==> src/rtl/udma_rx_pkg.sv <==
package udma_rx_pkg;
  localparam int CRC_W = 16;

  typedef enum logic [1:0] {
    ST_IDLE  = 2'd0,
    ST_BURST = 2'd1,
    ST_TERM  = 2'd2
  } rx_state_e;
endpackage

==> src/rtl/udma_sync.sv <==
module udma_sync #(
  parameter int             W       = 1,
  parameter int             STAGES  = 2,
  parameter logic [W-1:0]   RST_VAL = '0
) (
  input  logic         clk_i,
  input  logic         rst_ni,
  input  logic [W-1:0] d_i,
  output logic [W-1:0] q_o
);
  logic [W-1:0] stg_q [STAGES];

  always_ff @(posedge clk_i or negedge rst_ni) begin
    if (!rst_ni) begin
      for (int s = 0; s < STAGES; s++) stg_q[s] <= RST_VAL;
    end else begin
      stg_q[0] <= d_i;
      for (int s = 1; s < STAGES; s++) stg_q[s] <= stg_q[s-1];
    end
  end

  assign q_o = stg_q[STAGES-1];
endmodule

==> src/rtl/udma_crc16.sv <==
module udma_crc16
  import udma_rx_pkg::*;
#(
  parameter int               DW   = 16,
  parameter logic [CRC_W-1:0] POLY = 16'h1021
) (
  input  logic [CRC_W-1:0] crc_i,
  input  logic [DW-1:0]    data_i,
  output logic [CRC_W-1:0] crc_o
);
  // bit 0 of the word enters first
  always_comb begin
    logic [CRC_W-1:0] c;
    logic             fb;
    c = crc_i;
    for (int i = 0; i < DW; i++) begin
      fb = c[CRC_W-1] ^ data_i[i];
      c  = {c[CRC_W-2:0], 1'b0} ^ (fb ? POLY : '0);
    end
    crc_o = c;
  end
endmodule

==> src/rtl/udma_wr_rx.sv <==
module udma_wr_rx
  import udma_rx_pkg::*;
#(
  parameter int               DW          = 16,
  parameter int               FREE_W      = 6,
  parameter int               HEADROOM    = 2,
  parameter int               SYNC_STAGES = 2,
  parameter logic [CRC_W-1:0] CRC_SEED    = 16'h4ABA,
  parameter logic [CRC_W-1:0] CRC_POLY    = 16'h1021
) (
  input  logic              clk_i,
  input  logic              rst_ni,
  input  logic              xfer_req_i,
  input  logic              dmack_ni,
  input  logic              stop_i,
  input  logic              hstrobe_i,
  input  logic [DW-1:0]     dd_i,
  input  logic [FREE_W-1:0] buf_free_i,
  output logic              dmarq_o,
  output logic              rdy_no_o,
  output logic              wr_valid_o,
  output logic [DW-1:0]     wr_data_o,
  output logic              crc_err_o
);
  localparam int CTL_W = 3;

  logic [CTL_W-1:0] ctl_s;
  logic [DW-1:0]    dd_s;
  logic             strb_s, dmk_s, stop_s;
  logic             strb_prev_q, dmk_prev_q;
  logic             strb_edge, dmk_fall, dmk_rise, low_room;

  rx_state_e        state_q;
  logic             dmarq_q, rdy_nq, got_word_q, valid_q, err_q;
  logic [DW-1:0]    data_q;
  logic [CRC_W-1:0] crc_q, crc_nxt;

  // control bits: {stop, dmack_n, strobe}; dmack_n idles high
  udma_sync #(.W(CTL_W), .STAGES(SYNC_STAGES), .RST_VAL(3'b010)) u_ctl_sync (
    .clk_i (clk_i),
    .rst_ni(rst_ni),
    .d_i   ({stop_i, dmack_ni, hstrobe_i}),
    .q_o   (ctl_s)
  );

  // data delayed by the same depth to stay aligned with the strobe
  udma_sync #(.W(DW), .STAGES(SYNC_STAGES), .RST_VAL('0)) u_dd_dly (
    .clk_i (clk_i),
    .rst_ni(rst_ni),
    .d_i   (dd_i),
    .q_o   (dd_s)
  );

  udma_crc16 #(.DW(DW), .POLY(CRC_POLY)) u_crc (
    .crc_i (crc_q),
    .data_i(dd_s),
    .crc_o (crc_nxt)
  );

  assign strb_s = ctl_s[0];
  assign dmk_s  = ctl_s[1];
  assign stop_s = ctl_s[2];

  always_ff @(posedge clk_i or negedge rst_ni) begin
    if (!rst_ni) begin
      strb_prev_q <= 1'b0;
      dmk_prev_q  <= 1'b1;
    end else begin
      strb_prev_q <= strb_s;
      dmk_prev_q  <= dmk_s;
    end
  end

  assign strb_edge = strb_s ^ strb_prev_q;
  assign dmk_fall  = dmk_prev_q & ~dmk_s;
  assign dmk_rise  = ~dmk_prev_q & dmk_s;
  assign low_room  = buf_free_i <= FREE_W'(HEADROOM);

  always_ff @(posedge clk_i or negedge rst_ni) begin
    if (!rst_ni) begin
      state_q    <= ST_IDLE;
      dmarq_q    <= 1'b0;
      rdy_nq     <= 1'b1;
      got_word_q <= 1'b0;
      valid_q    <= 1'b0;
      data_q     <= '0;
      crc_q      <= CRC_SEED;
      err_q      <= 1'b0;
    end else begin
      valid_q <= 1'b0;
      unique case (state_q)
        ST_IDLE: begin
          dmarq_q <= xfer_req_i;
          rdy_nq  <= 1'b1;
          if (dmarq_q && dmk_fall) begin
            state_q    <= ST_BURST;
            dmarq_q    <= 1'b1;
            rdy_nq     <= 1'b0;
            got_word_q <= 1'b0;
            crc_q      <= CRC_SEED;
            err_q      <= 1'b0;
          end
        end
        ST_BURST: begin
          if (stop_s) begin
            state_q <= ST_TERM;
            dmarq_q <= 1'b0;
            rdy_nq  <= 1'b1;
          end else if (dmk_rise) begin
            state_q <= ST_IDLE;
            dmarq_q <= 1'b0;
            rdy_nq  <= 1'b1;
          end else begin
            if (strb_edge) begin
              valid_q    <= 1'b1;
              data_q     <= dd_s;
              crc_q      <= crc_nxt;
              got_word_q <= 1'b1;
            end
            // pause only once a word has arrived; late words still accepted
            rdy_nq <= rdy_nq ? low_room : (got_word_q && low_room);
          end
        end
        ST_TERM: begin
          dmarq_q <= 1'b0;
          rdy_nq  <= 1'b1;
          // final strobe edge carries no data: ignored here
          if (dmk_rise) begin
            err_q   <= (dd_s != crc_q);
            state_q <= ST_IDLE;
          end
        end
        default: state_q <= ST_IDLE;
      endcase
    end
  end

  assign dmarq_o    = dmarq_q;
  assign rdy_no_o   = rdy_nq;
  assign wr_valid_o = valid_q;
  assign wr_data_o  = data_q;
  assign crc_err_o  = err_q;
endmodule

==> config.mk <==
export PLATFORM = sky130hd
export DESIGN_NAME = udma_wr_rx
export DESIGN_NICKNAME = d
export VERILOG_FILES = /design/src/rtl/udma_rx_pkg.sv /design/src/rtl/udma_sync.sv /design/src/rtl/udma_crc16.sv /design/src/rtl/udma_wr_rx.sv
export SDC_FILE = /design/constraint.sdc
export NUM_CORES = 1
export LEC_CHECK = 0
export BUFFER_PORTS_ARGS = -buffer_cell sky130_fd_sc_hd__buf_4
export CAP_MARGIN = 10
export CORE_MARGIN = 10
export CORE_UTILIZATION = 50
export DETAILED_ROUTE_END_ITERATION = 8
export PLACE_DENSITY = 0.74
export SKIP_LAST_GASP = 1
export SYNTH_ARGS = -nofsm -noshare
export SYNTH_HDL_FRONTEND = slang
export SYNTH_HIERARCHICAL = 1
export SYNTH_SLANG_ARGS = --single-unit
==> constraint.sdc <==
create_clock -name clk_i -period 6.7 [get_ports clk_i]
set_input_delay 0.335 -clock clk_i [delete_from_list [all_inputs] [get_ports clk_i]]
set_output_delay 0.335 -clock clk_i [all_outputs]
set_load 0.02 [all_outputs]
==> flow_results.xml <==
<?xml version="1.0" encoding="UTF-8"?>
<metrics>
  <group name="status">
    <metric name="status" unit="">completed</metric>
  </group>
  <group name="routing">
    <metric name="drt-vias-per-instance" unit="">4.86</metric>
    <metric name="drt-wirelength-per-cell" unit="um">15.5</metric>
    <metric name="drt_iter0_drc" unit="">58</metric>
    <metric name="route.final.wire_length" unit="um">6310</metric>
    <metric name="ant_nets" unit="">0</metric>
    <metric name="firstDrtPassIters" unit="">4</metric>
    <metric name="route.vias.total" unit="">1984</metric>
    <metric name="drt_drc_violations_left" unit="">0</metric>
  </group>
  <group name="power_and_ir_drop">
    <metric name="post_route_total_power" unit="mW">2.09</metric>
    <metric name="cellLeakagePower" unit="nW">1.81</metric>
    <metric name="power.ir.vdd_worst" unit="uV">205</metric>
    <metric name="powerDensity" unit="mW/mm^2">498</metric>
  </group>
  <group name="yosys">
    <metric name="mappedNetlistArea" unit="mm^2">0.00367</metric>
    <metric name="synth_warnings" unit="">6</metric>
    <metric name="post_synth_main_area_contributors" unit="">dfrtp_1, xnor2_1, dfstp_2</metric>
    <metric name="count_of_state_elements_after_synthesis" unit="">79</metric>
    <metric name="yosys.area.top_type" unit="">dfrtp_1</metric>
    <metric name="mean_instance_size_in_the_synthesized_netlist" unit="um^2">13.6</metric>
    <metric name="mappedNetlistNets" unit="">301</metric>
    <metric name="sequential_share_of_the_synthesized_area" unit="%">54.3</metric>
    <metric name="synth_ff_type" unit="">dfrtp_1</metric>
    <metric name="synth.distinct_cells" unit="">40</metric>
    <metric name="synth_largest_type_area_fraction" unit="%">45.7</metric>
    <metric name="synth_enable_flop_cells" unit="">0</metric>
    <metric name="synthArstFlopShare" unit="%">100</metric>
    <metric name="synthCells" unit="">269</metric>
  </group>
  <group name="timing">
    <metric name="slew-limit-headroom" unit="%">37.1</metric>
    <metric name="totalNegativeSetupSlack" unit="ns">0</metric>
    <metric name="unrepaired_setup_endpoints_after_global_routing" unit="">false</metric>
    <metric name="timing.fmax" unit="MHz">336</metric>
    <metric name="max_slew.worst_pin.slew" unit="ns">0.943</metric>
    <metric name="worst_slack_on_hold_paths" unit="ns">0.0910</metric>
    <metric name="period_share" unit="%">44.4</metric>
    <metric name="slew_violations" unit="">0</metric>
    <metric name="setup_viol" unit="">0</metric>
    <metric name="finalWorstPathRequiredPeriod" unit="ns">2.98</metric>
    <metric name="finClkSkew" unit="ns">0.00732</metric>
    <metric name="hold_viol" unit="">0</metric>
  </group>
  <group name="worst_setup_path">
    <metric name="critical_path_class" unit="">register to register</metric>
    <metric name="r2r_setup_slack" unit="ns">3.72</metric>
    <metric name="timing.critical_path.fanout_max" unit="">22</metric>
    <metric name="cp-end-kind" unit="">register</metric>
    <metric name="crit_path_start_kind" unit="">register</metric>
    <metric name="critical_path.reg2reg.startpoint" unit="">state_q[1]$_DFFE_PN0P_</metric>
    <metric name="critical_path_required" unit="ns">6.93</metric>
    <metric name="critPathArrivalTime" unit="ns">3.20</metric>
    <metric name="r2r_cells" unit="">6</metric>
    <metric name="worst_r2r_endpoint" unit="">got_word_q$_DFFE_PN0P_</metric>
  </group>
  <group name="die">
    <metric name="placeableCoreArea" unit="mm^2">0.00718</metric>
    <metric name="placement_rows" unit="">31</metric>
    <metric name="start_util" unit="%">51.1</metric>
    <metric name="die_area" unit="mm^2">0.0112</metric>
    <metric name="top_level_ports" unit="">48</metric>
    <metric name="die_width" unit="um">106</metric>
    <metric name="die_height" unit="um">106</metric>
  </group>
  <group name="clock_tree">
    <metric name="cts.hold.buffers_added" unit="">0</metric>
    <metric name="cts.repair_timing.setup_buffer_count" unit="">0</metric>
    <metric name="numCtsBuffers" unit="">9</metric>
    <metric name="cts_root_buffer" unit="">clkbuf_8</metric>
    <metric name="cts_tree" unit="">built</metric>
    <metric name="htreeDepth" unit="">3</metric>
    <metric name="cts-resized-gates" unit="">0</metric>
    <metric name="clkSlewWorstSetupHoldPaths" unit="ns">0.08</metric>
    <metric name="worst_skew_pair.late_latency" unit="ns">0.34</metric>
    <metric name="clock-sinks" unit="">79</metric>
    <metric name="max-clock-path-buffers" unit="">2</metric>
  </group>
  <group name="run">
    <metric name="drv_cap" unit="">0</metric>
  </group>
  <group name="cells_and_area">
    <metric name="finish.utilization" unit="%">58.4</metric>
    <metric name="fin_nets" unit="">336</metric>
    <metric name="syn2layout_area_growth" unit="%">14.3</metric>
    <metric name="layout.filler_cells" unit="">590</metric>
    <metric name="most_used_cells_in_the_layout_excluding_fill_and_tap_cells" unit="">dfrtp_1, xnor2_1, buf_4</metric>
    <metric name="mostFrequentLayoutCell" unit="">dfrtp_1</metric>
    <metric name="layout-drive-gt1-share" unit="%">35.3</metric>
    <metric name="seqCellArea" unit="mm^2">0.00199</metric>
    <metric name="post-route-cell-area" unit="mm^2">0.00419</metric>
    <metric name="multi_input_comb_area" unit="mm^2">0.00145</metric>
    <metric name="num_antenna_cells" unit="">0</metric>
  </group>
  <group name="min_path">
    <metric name="min_path_cells" unit="">1</metric>
    <metric name="hp-class" unit="">input pin to register</metric>
    <metric name="min_to" unit="">u_ctl_sync/stg_q[3]$_DFF_PN0_</metric>
    <metric name="min_from" unit="">hstrobe_i</metric>
  </group>
  <group name="placed_design">
    <metric name="hpwlAfterDp" unit="um">4510</metric>
    <metric name="port_buffers" unit="">47</metric>
    <metric name="routabilityCongestion" unit="">0.826</metric>
    <metric name="placed_cell_area" unit="mm^2">0.00397</metric>
  </group>
  <group name="global_route">
    <metric name="vias_in_the_first_global_route" unit="">2200</metric>
    <metric name="grt_overflow_total" unit="">0</metric>
    <metric name="grt_max_degree" unit="">80</metric>
    <metric name="antenna_found_initial" unit="">0</metric>
    <metric name="grt_pass1_wl" unit="um">10900</metric>
    <metric name="grt_use_total" unit="%">12.0</metric>
  </group>
</metrics>
==> report_power, final <==
part | leakage (nW) | total, mW | internal (mW) | switching, mW
logic | 0.762 | 1.01 | 0.541 | 0.473
clock network | 0.110 | 0.383 | 0.220 | 0.163
registers | 0.940 | 0.691 | 0.605 | 0.0855
total | 1.81 | 2.09 | 1.37 | 0.721
==> cell usage after synthesis, types with 2 or more instances <==
library cell / count
xnor3_1: 2
xor2_2: 2
mux2i_1: 9
inv_1: 13
dfrtp_1: 67
nand2b_1: 10
buf_4: 19
o211ai_1: 3
xnor2_1: 48
dfstp_2: 12
xor2_1: 10
mux2_2: 24
o21ai_0: 3
nand4_1: 4
clkbuf_1: 2
mux2_4: 2
nand2_1: 11
ha_1: 4
a21oi_1: 3
==> state kept, by name, summed over array words and instances (netlist names), 2 cells and up <==
signal / count
wr_data_o: 16
crc_q: 16
u_dd_dly/q_o: 16
u_ctl_sync/q_o: 3
u_dd_dly/stg_q: 16
state_q: 2
u_ctl_sync/stg_q: 3
==> through the flow <==
stage / setup slack, ns / std cells
after floorplan: 4.59 / 269
after global placement: 3.84 / 392
after detailed placement: 3.72 / 392
after CTS: 3.69 / 408
after global routing: 3.45 / 408
final: 3.72 / 408
==> metal layers <==
metal	vias to the layer above	track usage (%)	routed length (um)
met5	-	0	0
met4	0	3.19	52
met3	5	4.87	372
met2	45	19.5	3090
met1	1005	14.5	2800
li1	929	-	-
==> worst max-delay path, cell delays in order, from the launching register on <==
cell      delay [ns]
dfrtp_1         0.41
inv_1           0.12
ha_1            0.65
and2b_1         0.31
nand3_4         0.29
a21boi_4        0.66
mux2_2          0.41
==> cell families after synthesis <==
kind of cell / Yosys count / share of synthesized area (%)
multiplexers: 35 / 10.6
XOR/XNOR: 67 / 19.1
AND/OR/NAND/NOR: 34 / 5.56
adder cells (fa/ha/maj): 4 / 1.36
AO/OA/AOI/OAI: 14 / 2.87
flip-flops: 79 / 54.3
buffers and inverters: 36 / 6.11
==> worst max path at each step <==
stage / to / cells after the start / slack (ns) / startpoint
6_report: got_word_q$_DFFE_PN0P_ / 6 / 3.72 / state_q[1]$_DFFE_PN0P_
3_3_place_gp: got_word_q$_DFFE_PN0P_ / 6 / 3.84 / state_q[1]$_DFFE_PN0P_
3_5_place_dp: got_word_q$_DFFE_PN0P_ / 6 / 3.72 / state_q[1]$_DFFE_PN0P_
5_1_grt: got_word_q$_DFFE_PN0P_ / 6 / 3.45 / state_q[1]$_DFFE_PN0P_
2_1_floorplan: crc_q[7]$_DFFE_PN1P_ / 6 / 4.59 / crc_q[14]$_DFFE_PN1P_
4_1_cts: got_word_q$_DFFE_PN0P_ / 6 / 3.69 / state_q[1]$_DFFE_PN0P_
==> area by class of cell <==
class | count | share of cell area (%)
Inverter | 13 | 1.16
Timing Repair Buffer | 47 | 8.42
Tap cell | 99 | 2.96
Sequential cell | 79 | 47.5
Multi-Input combinational cell | 154 | 34.6
Clock inverter | 5 | 1.94
Clock buffer | 11 | 3.37
No activity file was read; power rests on OpenSTA's default activity.
